<file path="src/rtl/rtcb_pkg.sv">
package rtcb_pkg;
   localparam int REQ_N     = 9;
   localparam int B_BASE_WR = 1;
   localparam int B_BASE_RD = 2;
   localparam int B_CNT_CLR = 3;
   localparam int B_SW0_WR  = 5;
   localparam int B_SW1_WR  = 6;
   localparam int B_SW0_RD  = 7;
   localparam int B_SW1_RD  = 8;
   localparam logic [REQ_N-1:0] REQ_MASK = 9'h1EE;
   localparam int SEL_W     = 4;

   typedef enum logic [SEL_W-1:0] {
      A_CTRL  = 4'd0,
      A_CTRL2 = 4'd1,
      A_TRIG  = 4'd2,
      A_WLO   = 4'd3,
      A_WHI   = 4'd4,
      A_RLO   = 4'd5,
      A_RHI   = 4'd6,
      A_CLO   = 4'd7,
      A_CHI   = 4'd8
   } reg_sel_e;
endpackage

</file>
<file path="src/rtl/rtcb_req_dec.sv">
module rtcb_req_dec
   import rtcb_pkg::*;
(
   input  logic             strobe,
   input  logic [REQ_N-1:0] ctrl_req,
   input  logic             cnt_rd_req,
   output logic [REQ_N-1:0] grant,
   output logic             snap_grant
);
   logic [REQ_N-1:0] req;
   logic [REQ_N:0]   seen;

   assign req     = ctrl_req & REQ_MASK;
   assign seen[0] = 1'b0;

   for (genvar i = 0; i < REQ_N; i++) begin : g_prio
      assign seen[i+1] = seen[i] | req[i];
      assign grant[i]  = strobe & req[i] & ~seen[i];
   end

   assign snap_grant = strobe & cnt_rd_req & ~seen[REQ_N];
endmodule

</file>
<file path="src/rtl/rtcb_aon.sv">
module rtcb_aon
   import rtcb_pkg::*;
#(
   parameter int WORD_W = 32
) (
   input  logic              clk,
   input  logic              rst_n,
   input  logic              tick,
   input  logic [REQ_N-1:0]  grant,
   input  logic              snap_grant,
   input  logic [WORD_W-1:0] wr_word,
   output logic [WORD_W-1:0] base_q,
   output logic [WORD_W-1:0] cnt_q,
   output logic [WORD_W-1:0] sw0_q,
   output logic [WORD_W-1:0] sw1_q,
   output logic [WORD_W-1:0] snap_q,
   output logic              ret_valid,
   output logic [WORD_W-1:0] ret_word
);
   always_ff @(posedge clk) begin
      if (!rst_n) begin
         base_q <= '0;
         cnt_q  <= '0;
         sw0_q  <= '0;
         sw1_q  <= '0;
         snap_q <= '0;
      end else begin
         if (grant[B_BASE_WR]) base_q <= wr_word;
         if (grant[B_SW0_WR])  sw0_q  <= wr_word;
         if (grant[B_SW1_WR])  sw1_q  <= wr_word;
         if (grant[B_CNT_CLR])  cnt_q <= '0;
         else if (tick)         cnt_q <= cnt_q + 1'b1;
         if (snap_grant)        snap_q <= cnt_q;
      end
   end

   assign ret_valid = grant[B_BASE_RD] | grant[B_SW0_RD] | grant[B_SW1_RD];

   always_comb begin
      if (grant[B_BASE_RD])     ret_word = base_q;
      else if (grant[B_SW0_RD]) ret_word = sw0_q;
      else                      ret_word = sw1_q;
   end
endmodule

</file>
<file path="src/rtl/rtcb_regs.sv">
module rtcb_regs
   import rtcb_pkg::*;
#(
   parameter int BUS_W  = 16,
   parameter int ADDR_W = 4,
   localparam int WORD_W = 2 * BUS_W
) (
   input  logic              clk,
   input  logic              rst_n,
   input  logic              wr_en,
   input  logic [ADDR_W-1:0] addr,
   input  logic [BUS_W-1:0]  wdata,
   input  logic              ret_valid,
   input  logic [WORD_W-1:0] ret_word,
   input  logic [WORD_W-1:0] snap_word,
   output logic [BUS_W-1:0]  ctrl_q,
   output logic [BUS_W-1:0]  ctrl2_q,
   output logic [WORD_W-1:0] wr_word,
   output logic [WORD_W-1:0] cnt_word,
   output logic [BUS_W-1:0]  rdata
);
   logic             hit;
   logic [SEL_W-1:0] sel;
   logic             trig_fire;
   logic [1:0][BUS_W-1:0] wd_q, rd_q, cn_q;

   assign sel       = addr[SEL_W-1:0];
   assign hit       = (addr >> SEL_W) == '0;
   assign trig_fire = wr_en & hit & (sel == A_TRIG) & wdata[0];

   always_ff @(posedge clk) begin
      if (!rst_n) begin
         ctrl_q  <= '0;
         ctrl2_q <= '0;
      end else if (wr_en && hit) begin
         if (sel == A_CTRL)  ctrl_q  <= wdata;
         if (sel == A_CTRL2) ctrl2_q <= wdata;
      end
   end

   for (genvar h = 0; h < 2; h++) begin : g_half
      localparam logic [SEL_W-1:0] WA = (h == 0) ? A_WLO : A_WHI;
      always_ff @(posedge clk) begin
         if (!rst_n) begin
            wd_q[h] <= '0;
            rd_q[h] <= '0;
            cn_q[h] <= '0;
         end else begin
            if (wr_en && hit && sel == WA) wd_q[h] <= wdata;
            if (ret_valid) rd_q[h] <= ret_word[h*BUS_W +: BUS_W];
            if (trig_fire) cn_q[h] <= snap_word[h*BUS_W +: BUS_W];
         end
      end
   end

   assign wr_word  = {wd_q[1], wd_q[0]};
   assign cnt_word = {cn_q[1], cn_q[0]};

   always_comb begin
      rdata = '0;
      if (hit) begin
         case (sel)
            A_CTRL:  rdata = ctrl_q;
            A_CTRL2: rdata = ctrl2_q;
            A_WLO:   rdata = wd_q[0];
            A_WHI:   rdata = wd_q[1];
            A_RLO:   rdata = rd_q[0];
            A_RHI:   rdata = rd_q[1];
            A_CLO:   rdata = cn_q[0];
            A_CHI:   rdata = cn_q[1];
            default: rdata = '0;
         endcase
      end
   end
endmodule

</file>
<file path="src/rtl/rtcb_top.sv">
module rtcb_top
   import rtcb_pkg::*;
#(
   parameter int BUS_W  = 16,
   parameter int ADDR_W = 4,
   localparam int WORD_W = 2 * BUS_W
) (
   input  logic              clk,
   input  logic              rst_n,
   input  logic              bus_wr,
   input  logic [ADDR_W-1:0] bus_addr,
   input  logic [BUS_W-1:0]  bus_wdata,
   output logic [BUS_W-1:0]  bus_rdata,
   input  logic              iso_strobe,
   input  logic              sec_tick
);
   if (BUS_W < REQ_N) begin : g_bad_bus_w
      $error("BUS_W must hold all request bits");
   end
   if (ADDR_W < SEL_W) begin : g_bad_addr_w
      $error("ADDR_W too narrow for register map");
   end

   logic [BUS_W-1:0]  ctrl_q, ctrl2_q;
   logic [WORD_W-1:0] wr_word, cnt_word, ret_word;
   logic [WORD_W-1:0] aon_base, aon_cnt, aon_sw0, aon_sw1, aon_snap;
   logic [REQ_N-1:0]  grant;
   logic              snap_grant, ret_valid;

   rtcb_regs #(.BUS_W(BUS_W), .ADDR_W(ADDR_W)) u_regs (
      .clk(clk), .rst_n(rst_n), .wr_en(bus_wr), .addr(bus_addr),
      .wdata(bus_wdata), .ret_valid(ret_valid), .ret_word(ret_word),
      .snap_word(aon_snap), .ctrl_q(ctrl_q), .ctrl2_q(ctrl2_q),
      .wr_word(wr_word), .cnt_word(cnt_word), .rdata(bus_rdata)
   );

   rtcb_req_dec u_dec (
      .strobe(iso_strobe), .ctrl_req(ctrl_q[REQ_N-1:0]),
      .cnt_rd_req(ctrl2_q[0]), .grant(grant), .snap_grant(snap_grant)
   );

   rtcb_aon #(.WORD_W(WORD_W)) u_aon (
      .clk(clk), .rst_n(rst_n), .tick(sec_tick), .grant(grant),
      .snap_grant(snap_grant), .wr_word(wr_word), .base_q(aon_base),
      .cnt_q(aon_cnt), .sw0_q(aon_sw0), .sw1_q(aon_sw1), .snap_q(aon_snap),
      .ret_valid(ret_valid), .ret_word(ret_word)
   );
endmodule

</file>
<file path="config.mk">
export PLATFORM = sky130hd
export DESIGN_NAME = rtcb_top
export DESIGN_NICKNAME = d
export VERILOG_FILES = /design/src/rtl/rtcb_pkg.sv /design/src/rtl/rtcb_req_dec.sv /design/src/rtl/rtcb_aon.sv /design/src/rtl/rtcb_regs.sv /design/src/rtl/rtcb_top.sv
export SDC_FILE = /design/constraint.sdc
export NUM_CORES = 1
export LEC_CHECK = 0
export CAP_MARGIN = 15
export CORE_ASPECT_RATIO = 0.75
export CORE_MARGIN = 3
export CORE_UTILIZATION = 55
export DETAILED_ROUTE_END_ITERATION = 16
export PLACE_DENSITY_LB_ADDON = 0.08
export SLEW_MARGIN = 30
export SYNTH_ARGS = -nofsm -noshare
export SYNTH_HDL_FRONTEND = slang
export SYNTH_SLANG_ARGS = --single-unit
</file>
<file path="constraint.sdc">
create_clock -name clk -period 3.55 [get_ports clk]
set_clock_uncertainty 0.05 [all_clocks]
set_input_delay 0.5325 -clock clk [delete_from_list [all_inputs] [get_ports clk]]
set_output_delay 0.5325 -clock clk [all_outputs]
set_load 0.005 [all_outputs]
</file>
==> run metrics <==
Area growth, synth to finish=14.1%; Antenna Cells=0; vias in the first global route=9825; Cell Rows=47; ANT nets after route=0; Die ar.=approximately 25000 um2; syn nets=1564; average wire per standard cell=20.5 um; Slew headroom=35.9%; Required @ worst endpoint=2.97 ns; gpl congestion=between 0.9 and 1; fillcell total=1957; share of synthesized flip-flops with an asynchronous set or reset=0%; final WL=37900 um; IO Count=a little over 40; Warnings, synthesis=0; Overall Power=6.84 mW; number of buffers inserted by port buffering=40; global-route wire length before repair=~59000 um; Hold Vio Cnt, Final=0; H-tree depth=1; CP max FO=7; via count=11100; Netlist cell types=55; setup TNS=0 ns; synthesized area per cell=8.20 um2; Critical Path End Type=output port; PwrDens=~480 nW/um2; CTS Root Cell=clkbuf_16; Die Wd=181 um; dpl cells=1797; worst slew pin tran=around 0.96 ns; Clock Path Buffers=3; initial antenna violation count=0; Peak VDD IR=376 uV; later-pin clock latency in the skew report=0.54 ns; min cycle time layout=3.44 ns; pin count of the biggest net entering global routing=between 100 and 150; Post-Syn Area=roughly 13000 um2; post-synthesis sequential area ratio=45.7%; layout cells sized above 1=7.53%; CTS buffer count=29; final net count=1560; prevailing post-synth register cell=dfxtp_1; Seq cells post-synth=288; CP Class=in -> out; Setup crit start=bus_addr[3]; DRC violations left=0; Final Max Tran Viols=0; worst slack at placement=-0.0311 ns; Reg2Reg Depth=5; RSZ-0062 raised after global routing=no; # setup viols final=0; reg2reg start=u_regs.ctrl_q[1]; fin crit share=96.8%; post-route insts no fill=~1800; Final WS setup=0.113 ns; GR Overflow Total=0; HP Class=in -> reg; Post-Syn Instances=~1500; crit path DAT=2.85 ns; Hold Startpoint=rst_n; DR pass1 iterations=8; Setup crit start kind=primary input; GRT Total Usage=roughly 30%; CTS tree=yes; FMAX=0.291 GHz; clk sinks=between 200 and 300; core area=22300 um2; Clock transition at path regs=about 0.06 ns; vias per inst=5.99; leak pwr=4.75 nW; Die Height=~140 um; drt initial violations=1218; Post-CTS Setup Inserts=0; outcome=complete, no violations; Post-synth EDFFs=0; Hold Path Depth=2; Final Util=64.5%; max cap viols=0; Initial Util=between 50% and 60%; DP HPWL=25400 um
-- metal layers --
layer | part of all wire [%] | track usage (%) | wire length [um]
met5 | 0 | 0 | 0
met1 | 47 | 45.0 | 17700
met2 | 43 | 45.0 | 16100
met4 | 2.0 | 6.31 | 750
met3 | 8.7 | 5.53 | 3290
-- cells by family (layout without fill, tap and decap cells) --
family | after synthesis | after routing | share of synthesized area (%)
xor gates and xnor gates | 9 | 9 | 0.625
AOI/OAI and AO/OA | 399 | 399 | 23.6
adders and majority gates | 1 | 1 | 0.0992
buffers and inverters | 138 | 153 | 4.20
and+or+nand+nor | 688 | 688 | 24.5
muxes | 15 | 15 | 1.23
DFF | 288 | 288 | 45.7
-- flip-flops by register name, indices dropped and copies added, names as in the netlist --
register         count
u_aon.cnt_q         32
u_regs.cnt_word     32
u_aon.sw0_q         32
u_aon.base_q        32
u_regs.rd_q         32
u_regs.ctrl_q       16
u_regs.wr_word      32
u_aon.snap_q        32
u_regs.ctrl2_q      16
u_aon.sw1_q         32
-- worst max-delay path, cell delays in order --
cell and delay [ns]:
clkdlybuf4s50_1 0.59, buf_4 0.21, nor2b_1 0.26, a22oi_1 0.12, o311ai_1 0.45, buf_4 0.20
clkdlybuf4s50_1 0.48
-- timing repair --
action                     in CTS  in global routing
setup endpoints to repair       1                  1
resized for setup               1                  1
hold buffers                    0                  0
-- cells in the final DEF (no fill, tap or decap), types with 4 or more instances in the layout --
cell type,synthesis,final
a21boi_0,224,224
nand3_1,18,18
and3_1,5,5
nand4_1,9,9
nor3_1,4,4
a22oi_1,22,22
o2bb2ai_1,9,9
mux2_2,4,4
clkbuf_16,0,29
o21ai_0,43,43
and2_1,4,5
clkdlybuf4s50_1,0,39
a32o_1,32,32
a222oi_1,9,9
and4_1,9,9
a211oi_1,4,4
clkbuf_8,0,5
nor2_1,19,19
or4_1,15,15
nand2_1,503,503
nand3b_1,4,4
o31ai_1,14,14
bufinv_16,0,6
mux2i_1,11,11
buf_4,0,50
nor2b_1,7,5
a21oi_1,20,20
dfxtp_1,288,288
buf_12,0,4
a22o_1,9,9
or3_1,67,67
inv_1,9,9
clkinv_2,0,5
xor2_1,4,4
xnor2_1,5,5
-- Yosys cell counts, drive strengths merged (2+ instances only) --
master   instances  area, um2
a211oi           4       30.0
and3b            4       35.0
a21boi         224       1680
o41ai            2       17.5
or3             67        419
mux2i           11        110
a22o             9       78.8
nor4             4       31.3
xnor2            5       43.8
nor2b            7       43.8
xor2             4       35.0
and4             9       78.8
dfxtp          288       5770
a222oi           9       90.1
nand2          503       1890
nand4           10       77.6
o221ai           2       17.5
and3             5       31.3
nand3b           4       30.0
a21oi           20        100
o31ai           14        105
or4             15        113
mux2             4       45.0
and2             8       50.0
inv              9       33.8
a32o            32        320
o2bb2ai          9       78.8
clkbuf         118        443
o211ai           3       22.5
o21ai           43        215
nor4b            4       56.3
buf             11       52.6
nor3             4       20.0
nor3b            2       15.0
a22oi           22        165
nor2            19       71.3
nand3           18       90.1
-- through the flow --
stage	instance area, um2	hold slack (ns)
6_report	14400	0.325
5_1_grt	14400	0.321
4_1_cts	14400	0.313
3_5_place_dp	13400	0.402
3_3_place_gp	13400	0.396
2_1_floorplan	12600	0.385
-- power breakdown --
part / internal (mW) / total (mW) / switching, mW
clock: 2.03 / 3.31 / 1.28
combinational: 0.108 / 0.271 / 0.163
sequential: 3.24 / 3.26 / 0.0184
-- path summary, 6_finish.rpt --
| check | end | slack, ns |
|---|---|---|
| worst min-delay path | u_aon.sw0_q[1] | 0.32 |
| worst min register to register | u_aon.sw1_q[1] | 0.41 |
| worst max register to register | u_regs.rd_q[7] | 1.15 |
| worst max-delay path | bus_rdata[3] | 0.11 |
-- cell type report --
cell class / count / area, um2 / share of cell area [%]
clock buffers: 37 / 806 / 5.60
multi-input cells: 1112 / 6330 / 44.0
inverters: 9 / 33.8 / 0.235
repair buffers: 94 / 857 / 5.96
clock inverters: 13 / 221 / 1.54
well taps: 294 / 368 / 2.56
flip-flops and latches: 288 / 5770 / 40.1
No activity file was read; power rests on OpenSTA's default activity.
